### src/rtl/flash_burst_pkg.sv
package flash_burst_pkg;

  // bus operation selected by the control for the current cycle
  typedef enum logic [2:0] {
    BUS_IDLE,
    BUS_SETUP,
    BUS_CONFIRM,
    BUS_DATA,
    BUS_PAD,
    BUS_EXIT,
    BUS_POLL
  } busSel_e;

  // strobes from control to datapath
  typedef struct packed {
    busSel_e busSel;
    logic    loadCfg;
    logic    clrBurst;
    logic    loadDelay;
    logic    clrPoll;
    logic    incPoll;
  } dpStrobe_t;

  // result codes
  localparam logic [2:0] RES_OK      = 3'd0;
  localparam logic [2:0] RES_ALIGN   = 3'd1;
  localparam logic [2:0] RES_LOCKED  = 3'd2;
  localparam logic [2:0] RES_SUPPLY  = 3'd3;
  localparam logic [2:0] RES_PROG    = 3'd4;
  localparam logic [2:0] RES_TIMEOUT = 3'd5;

  // status bit positions the device reports
  localparam int ST_READY = 7;
  localparam int ST_FAIL  = 4;
  localparam int ST_VOLT  = 3;
  localparam int ST_LOCK  = 1;
  localparam int ST_BUF   = 0;

endpackage

### src/rtl/flash_burst_dp.sv
module flash_burst_dp
  import flash_burst_pkg::*;
#(
  parameter int ADDR_W      = 16,
  parameter int DATA_W      = 16,
  parameter int CNT_W       = 8,
  parameter int BURST_LEN   = 32,
  parameter int STARTUP_DLY = 6,
  parameter int POLL_LIMIT  = 40,
  parameter int BLOCK_WORDS = 1024,
  parameter int CMD_SETUP   = 'h80,
  parameter int CMD_CONFIRM = 'hD0
) (
  input  logic              clk,
  input  logic              rstN,
  input  dpStrobe_t         strb,
  input  logic [ADDR_W-1:0] baseIn,
  input  logic [CNT_W-1:0]  countIn,
  input  logic [DATA_W-1:0] inData,
  input  logic              inValid,
  output logic              inReady,
  output logic [ADDR_W-1:0] flAddr,
  output logic [DATA_W-1:0] flWrData,
  output logic              flWe,
  output logic              flRe,
  output logic              alignBad,
  output logic              remainZero,
  output logic              burstLast,
  output logic              wordMove,
  output logic              delayDone,
  output logic              pollLast
);

  localparam int IDX_W  = $clog2(BURST_LEN);
  localparam int DLY_W  = $clog2(STARTUP_DLY + 1);
  localparam int POLL_W = $clog2(POLL_LIMIT + 1);

  logic [ADDR_W-1:0] baseReg;
  logic [CNT_W-1:0]  remain;
  logic [IDX_W-1:0]  burstIdx;
  logic [DLY_W-1:0]  delayCnt;
  logic [POLL_W-1:0] pollCnt;

  assign alignBad   = |baseIn[IDX_W-1:0];
  assign remainZero = (remain == '0);
  assign burstLast  = (burstIdx == IDX_W'(BURST_LEN - 1));
  assign delayDone  = (delayCnt == '0);
  assign pollLast   = (pollCnt == POLL_W'(POLL_LIMIT - 1));
  assign wordMove   = (strb.busSel == BUS_DATA && inValid) || (strb.busSel == BUS_PAD);

  always_ff @(posedge clk) begin
    if (!rstN) begin
      baseReg  <= '0;
      remain   <= '0;
      burstIdx <= '0;
      delayCnt <= '0;
      pollCnt  <= '0;
    end else begin
      if (strb.loadCfg) begin
        baseReg <= baseIn;
        remain  <= countIn;
      end else if (strb.busSel == BUS_DATA && inValid) begin
        remain <= remain - 1'b1;
      end
      if (strb.clrBurst)   burstIdx <= '0;
      else if (wordMove)   burstIdx <= burstIdx + 1'b1;
      if (strb.loadDelay)  delayCnt <= DLY_W'(STARTUP_DLY);
      else if (!delayDone) delayCnt <= delayCnt - 1'b1;
      if (strb.clrPoll)      pollCnt <= '0;
      else if (strb.incPoll) pollCnt <= pollCnt + 1'b1;
    end
  end

  always_comb begin
    flAddr   = baseReg;
    flWrData = '1;
    flWe     = 1'b0;
    flRe     = 1'b0;
    inReady  = 1'b0;
    unique case (strb.busSel)
      BUS_SETUP: begin
        flWe     = 1'b1;
        flWrData = DATA_W'(CMD_SETUP);
      end
      BUS_CONFIRM: begin
        flWe     = 1'b1;
        flWrData = DATA_W'(CMD_CONFIRM);
      end
      BUS_DATA: begin
        inReady  = 1'b1;
        flWe     = inValid;
        flWrData = inData;
      end
      BUS_PAD:  flWe = 1'b1;
      BUS_EXIT: begin
        flWe   = 1'b1;
        flAddr = baseReg + ADDR_W'(BLOCK_WORDS);
      end
      BUS_POLL: flRe = 1'b1;
      default: ;
    endcase
  end

  AST_ADDR_ALIGNED: assert property (@(posedge clk) disable iff (!rstN)
    flWe |-> (flAddr[IDX_W-1:0] == '0));
  AST_NO_RW_CLASH: assert property (@(posedge clk) disable iff (!rstN)
    !(flWe && flRe));
  AST_POLL_BOUND: assert property (@(posedge clk) disable iff (!rstN)
    pollCnt < POLL_W'(POLL_LIMIT));

endmodule

### src/rtl/flash_burst_ctrl.sv
module flash_burst_ctrl
  import flash_burst_pkg::*;
(
  input  logic      clk,
  input  logic      rstN,
  input  logic      start,
  input  logic      alignBad,
  input  logic      remainZero,
  input  logic      burstLast,
  input  logic      wordMove,
  input  logic      delayDone,
  input  logic      pollLast,
  input  logic [7:0] status,
  output dpStrobe_t strb,
  output logic      busy,
  output logic      done,
  output logic [2:0] errCode
);

  typedef enum logic [2:0] {
    S_IDLE, S_SETUP, S_CONFIRM, S_WAIT, S_POLL, S_STREAM, S_EXIT, S_XPOLL
  } state_e;

  state_e     state, nextState;
  logic       finishNow;
  logic [2:0] finishCode;
  logic       doneReg;
  logic [2:0] errReg;

  function automatic logic [2:0] failCause(input logic [7:0] st);
    if (st[ST_LOCK])      return RES_LOCKED;
    else if (st[ST_VOLT]) return RES_SUPPLY;
    else                  return RES_PROG;
  endfunction

  always_comb begin
    strb       = '{busSel: BUS_IDLE, default: 1'b0};
    nextState  = state;
    finishNow  = 1'b0;
    finishCode = RES_OK;
    unique case (state)
      S_IDLE: if (start) begin
        if (alignBad) begin
          finishNow  = 1'b1;
          finishCode = RES_ALIGN;
        end else begin
          strb.loadCfg = 1'b1;
          nextState    = S_SETUP;
        end
      end
      S_SETUP: begin
        strb.busSel = BUS_SETUP;
        nextState   = S_CONFIRM;
      end
      S_CONFIRM: begin
        strb.busSel    = BUS_CONFIRM;
        strb.loadDelay = 1'b1;
        nextState      = S_WAIT;
      end
      S_WAIT: if (delayDone) begin
        strb.clrPoll = 1'b1;
        nextState    = S_POLL;
      end
      S_POLL: begin
        strb.busSel = BUS_POLL;
        if (status[ST_FAIL]) begin
          finishNow  = 1'b1;
          finishCode = failCause(status);
          nextState  = S_IDLE;
        end else if (!status[ST_READY] && status[ST_BUF]) begin
          strb.clrBurst = 1'b1;
          nextState     = remainZero ? S_EXIT : S_STREAM;
        end else if (pollLast) begin
          finishNow  = 1'b1;
          finishCode = RES_TIMEOUT;
          nextState  = S_IDLE;
        end else begin
          strb.incPoll = 1'b1;
        end
      end
      S_STREAM: begin
        strb.busSel = remainZero ? BUS_PAD : BUS_DATA;
        if (wordMove && burstLast) begin
          strb.clrPoll = 1'b1;
          nextState    = S_POLL;
        end
      end
      S_EXIT: begin
        strb.busSel  = BUS_EXIT;
        strb.clrPoll = 1'b1;
        nextState    = S_XPOLL;
      end
      S_XPOLL: begin
        strb.busSel = BUS_POLL;
        if (status[ST_READY]) begin
          finishNow  = 1'b1;
          finishCode = status[ST_FAIL] ? failCause(status) : RES_OK;
          nextState  = S_IDLE;
        end else if (pollLast) begin
          finishNow  = 1'b1;
          finishCode = RES_TIMEOUT;
          nextState  = S_IDLE;
        end else begin
          strb.incPoll = 1'b1;
        end
      end
      default: nextState = S_IDLE;
    endcase
  end

  always_ff @(posedge clk) begin
    if (!rstN) begin
      state   <= S_IDLE;
      doneReg <= 1'b0;
      errReg  <= RES_OK;
    end else begin
      state <= nextState;
      if (finishNow) begin
        doneReg <= 1'b1;
        errReg  <= finishCode;
      end else if (state == S_IDLE && start) begin
        doneReg <= 1'b0;
        errReg  <= RES_OK;
      end
    end
  end

  assign busy    = (state != S_IDLE);
  assign done    = doneReg;
  assign errCode = errReg;

  AST_ALIGN_REJECT: assert property (@(posedge clk) disable iff (!rstN)
    (state == S_IDLE && start && alignBad) |=> (done && errCode == RES_ALIGN && !busy));
  AST_STREAM_AFTER_GRANT: assert property (@(posedge clk) disable iff (!rstN)
    (state == S_STREAM && $past(state) != S_STREAM) |->
      ($past(state) == S_POLL && $past(status[ST_BUF]) && !$past(status[ST_READY])));

endmodule

### src/rtl/flash_burst_prog.sv
module flash_burst_prog
  import flash_burst_pkg::*;
#(
  parameter int ADDR_W      = 16,
  parameter int DATA_W      = 16,
  parameter int CNT_W       = 8,
  parameter int BURST_LEN   = 32,
  parameter int STARTUP_DLY = 6,
  parameter int POLL_LIMIT  = 40,
  parameter int BLOCK_WORDS = 1024,
  parameter int CMD_SETUP   = 'h80,
  parameter int CMD_CONFIRM = 'hD0
) (
  input  logic              clk,
  input  logic              rstN,
  input  logic              start,
  input  logic [ADDR_W-1:0] baseAddr,
  input  logic [CNT_W-1:0]  wordCount,
  input  logic [DATA_W-1:0] inData,
  input  logic              inValid,
  output logic              inReady,
  output logic [ADDR_W-1:0] flAddr,
  output logic [DATA_W-1:0] flWrData,
  input  logic [DATA_W-1:0] flRdData,
  output logic              flWe,
  output logic              flRe,
  output logic              busy,
  output logic              done,
  output logic [2:0]        errCode
);

  dpStrobe_t strb;
  logic alignBad, remainZero, burstLast, wordMove, delayDone, pollLast;

  flash_burst_ctrl u_ctrl (
    .clk        (clk),
    .rstN       (rstN),
    .start      (start),
    .alignBad   (alignBad),
    .remainZero (remainZero),
    .burstLast  (burstLast),
    .wordMove   (wordMove),
    .delayDone  (delayDone),
    .pollLast   (pollLast),
    .status     (flRdData[7:0]),
    .strb       (strb),
    .busy       (busy),
    .done       (done),
    .errCode    (errCode)
  );

  flash_burst_dp #(
    .ADDR_W      (ADDR_W),
    .DATA_W      (DATA_W),
    .CNT_W       (CNT_W),
    .BURST_LEN   (BURST_LEN),
    .STARTUP_DLY (STARTUP_DLY),
    .POLL_LIMIT  (POLL_LIMIT),
    .BLOCK_WORDS (BLOCK_WORDS),
    .CMD_SETUP   (CMD_SETUP),
    .CMD_CONFIRM (CMD_CONFIRM)
  ) u_dp (
    .clk        (clk),
    .rstN       (rstN),
    .strb       (strb),
    .baseIn     (baseAddr),
    .countIn    (wordCount),
    .inData     (inData),
    .inValid    (inValid),
    .inReady    (inReady),
    .flAddr     (flAddr),
    .flWrData   (flWrData),
    .flWe       (flWe),
    .flRe       (flRe),
    .alignBad   (alignBad),
    .remainZero (remainZero),
    .burstLast  (burstLast),
    .wordMove   (wordMove),
    .delayDone  (delayDone),
    .pollLast   (pollLast)
  );

  AST_DONE_NOT_BUSY: assert property (@(posedge clk) disable iff (!rstN)
    !(done && busy));
  AST_READY_ONLY_BUSY: assert property (@(posedge clk) disable iff (!rstN)
    inReady |-> busy);

endmodule

### config.mk
export PLATFORM = sky130hd
export DESIGN_NAME = flash_burst_prog
export DESIGN_NICKNAME = d
export VERILOG_FILES = /design/src/rtl/flash_burst_pkg.sv /design/src/rtl/flash_burst_dp.sv /design/src/rtl/flash_burst_ctrl.sv /design/src/rtl/flash_burst_prog.sv
export SDC_FILE = /design/constraint.sdc
export NUM_CORES = 1
export LEC_CHECK = 0
export ABC_AREA = 1
export BUFFER_PORTS_ARGS = -buffer_cell sky130_fd_sc_hd__buf_2
export CORE_MARGIN = 5
export CORE_UTILIZATION = 50
export CTS_CLUSTER_SIZE = 28
export DETAILED_ROUTE_END_ITERATION = 7
export PLACE_DENSITY = 0.81
export SYNTH_ARGS = -nofsm -noshare
export SYNTH_HDL_FRONTEND = slang
export SYNTH_SLANG_ARGS = --single-unit
export TNS_END_PERCENT = 100
### constraint.sdc
create_clock -name clk -period 2.1 [get_ports clk]
set_clock_uncertainty 0.1 [all_clocks]
set_input_delay 0.315 -clock clk [delete_from_list [all_inputs] [get_ports clk]]
set_output_delay 0.315 -clock clk [all_outputs]
set_load 0.02 [all_outputs]
==> results.cfg <==
[status]
status = finished, violations left
failed_checks = setup timing

[cells_and_area]
syn2layout_area_growth_pct = 30.1
antenna_cells = 0
drive_gt1_share_pct = 29.8
post-route-util_pct = 68.1
nets = 570

[placed_design]
portBuffers = 88
hpwlAfterDp_mm = 4.92
gp_congestion = 0.926

[power_and_ir_drop]
vdd_drop_max_v = 0.000790
power_density_nw_per_um2 = 1010
p_leak_uw = 0.00168

[yosys]
synthMuxAreaShare_pct = 0.416
synth_top_cell_by_area = dfxtp_1
yosys.cell_count.top_type = nand2_1
synth_flop_cell = dfxtp_1
synth_warnings = 0
synth_common_cells = nand2_1 (99), nor2_1 (65), inv_1 (46), dfxtp_1 (45), o21ai_0 (31)
synth.distinct_cells = 32
syn-instance-count = 412
synth.top_cells.by_area = dfxtp_1 (33%), nand2_1 (14%), nor2_1 (9.0%), inv_1 (6.4%), o21ai_0 (5.7%)
synth_top_family_by_area = simple AND/OR/NAND/NOR gates
syn_nets = 479
mappedNetlistArea_um2 = 2710
avgSynthCellArea_um2 = 6.57
synth_compound_area_share_pct = 11.1
synth_adder_area_share_pct = 3.23
synth_simple_gate_area_share_pct = 36.4
ys_seq_area_share_pct = 33.3
synth.top_cell.area_share_pct = 33.3
synthArstFlopShare_pct = 0
synth_edf_count = 0
synth-xor-area-share_pct = 3.56
ys_ff_latch = 45

[critical_path]
startpoint_type = flip-flop
cp-end-kind = primary output
criticalPathCategory = flip-flop to primary output
critPathMaxFanout = 15
required_ns = 1.68
arrival_ns = 1.69

[global_routing]
grt_pass1_vias = 2688
antenna_found_initial = 0
grt_pass1_wl_mm = 11.0
gr-total-overflow = 0
grtUsageTotal_pct = 18.3
grt_start_max_net_pins = 18

[timing]
fin_tns_setup_ns = -0.0137
rsz0062_at_grt = true
finalHoldViolCount = 0
period_needed_ns = 2.11
slew_headroom_pct = 74.1
final_max_slew_viol_count = 0
worstMarginPinSlew_ns = 0.387
setup_viol = 2
fmax_ghz = 0.475
layout_setup_ws_ns = -0.00698
finalCritPeriodShare_pct = 100

[die]
io_pins = 100
rows = 26
die_y_um = 83.6
fp.dieW_um = 83.6
dieArea_um2 = 6990
initial_core_util_pct = 52.4
core_area_um2 = 5170

[detailed_routing]
vias = 2848
ant_nets = 0
firstDrtPassIters = 4
drc = 0
wl_per_cell_um = 11.7
drtIter0Drc = 145
vias_per_cell = 4.96
routed_wirelength_mm = 6.72

[clock_network]
cts_buffer_depth = 2
cts-buffers-inserted = 5
cts_tree = built
clkSinkCount = 45
hold_buffers = 0
cts_max_level = 2
root_buffer = clkbuf_8
clk_latency_ns = 0.30
clk_pin_slew_worst_paths_ns = 0.08

[min_path]
min_path_type = input port to flip-flop

[run]
max-cap-violations = 0
==> cell families after synthesis <==
group | after synthesis
compound gates | 58
flops | 45
simple gates | 220
xor+xnor | 11
mux | 1
buf+inv | 70
fa+ha+maj | 7
==> critical path, cell delays in order, from the launching register on <==
cell and delay (ns):
dfxtp_2 0.34, inv_2 0.06, ha_4 0.16, nand3_4 0.09, nor2_4 0.06, nor2_4 0.23, inv_4 0.08, nand2_8 0.11
nand3_1 0.11, buf_6 0.15
==> layout make-up <==
cell class | count | area (um2)
fill | 444 | 1650
multi-input combinational | 297 | 1540
sequential | 45 | 908
timing repair buffer | 103 | 673
inverter | 51 | 196
tap | 70 | 87.6
clock buffer | 5 | 68.8
clock inverter | 3 | 46.3
==> stage by stage <==
stage	area (um2)	total power [uW]	cells	setup slack, ns	hold slack, ns
after CTS	3300	3260	566	0.00438	0.146
after detailed placement	3150	2570	557	0.152	0.324
after global routing	3520	3820	574	-0.0975	0.169
after floorplan	2710	2130	412	0.195	0.315
final	3520	3570	574	-0.00698	0.156
after global placement	3150	2530	557	0.176	0.319
==> report_power, final <==
group	internal, uW	total (uW)	switching (uW)
clock network	356	666	310
registers	947	1040	93.7
logic	765	1870	1100
==> cell usage in the layout (no fill, tap or decap), types with 6 or more instances in the layout <==
cell	n
nand2_1	97
buf_2	71
nor2_1	64
inv_1	44
dfxtp_1	39
o21ai_0	31
nand3_1	23
a21oi_1	20
buf_4	16
buf_6	14
nor2_4	6
xor2_1	6
nand4_1	6
ha_1	6
dfxtp_2	6
==> sequential cells by signal, indices dropped and copies added (netlist names) <==
| register | count |
|---|---|
| u_dp.baseReg | 16 |
| u_ctrl.state | 3 |
| u_dp.delayCnt | 3 |
| u_dp.pollCnt | 6 |
| u_ctrl.done | 1 |
| u_dp.remain | 8 |
| u_ctrl.errCode | 3 |
| u_dp.burstIdx | 5 |
==> what timing repair did <==
action | 4_1_cts | 5_1_grt
setup buffers | 1 | 7
gates cloned | 0 | 1
resized for setup | 11 | 44
setup endpoints to repair | 19 | 22
pin swaps | 2 | 3
==> final timing paths <==
path	startpoint	slack (ns)	cells past startpoint	to
worst max-delay path	u_dp.remain[0]$_SDFFE_PN0P_	-0.007	9	flWrData[4]
worst min-delay path	baseAddr[11]	0.16	3	u_dp.baseReg[11]$_SDFFE_PN0P_
worst max register to register	u_dp.remain[0]$_SDFFE_PN0P_	0.26	12	u_dp.remain[0]$_SDFFE_PN0P_
worst min register to register	u_dp.baseReg[2]$_SDFFE_PN0P_	0.33	2	u_dp.baseReg[2]$_SDFFE_PN0P_
==> routing by layer <==
metal,share of wire (%),track usage [%],up-vias
met5,0,0,-
met4,1.8,6.58,0
met3,6.4,5.43,11
met2,50,33.2,87
met1,42,20.1,1274
li1,-,-,1476
Note: power is estimated with default switching activity, not from simulation.
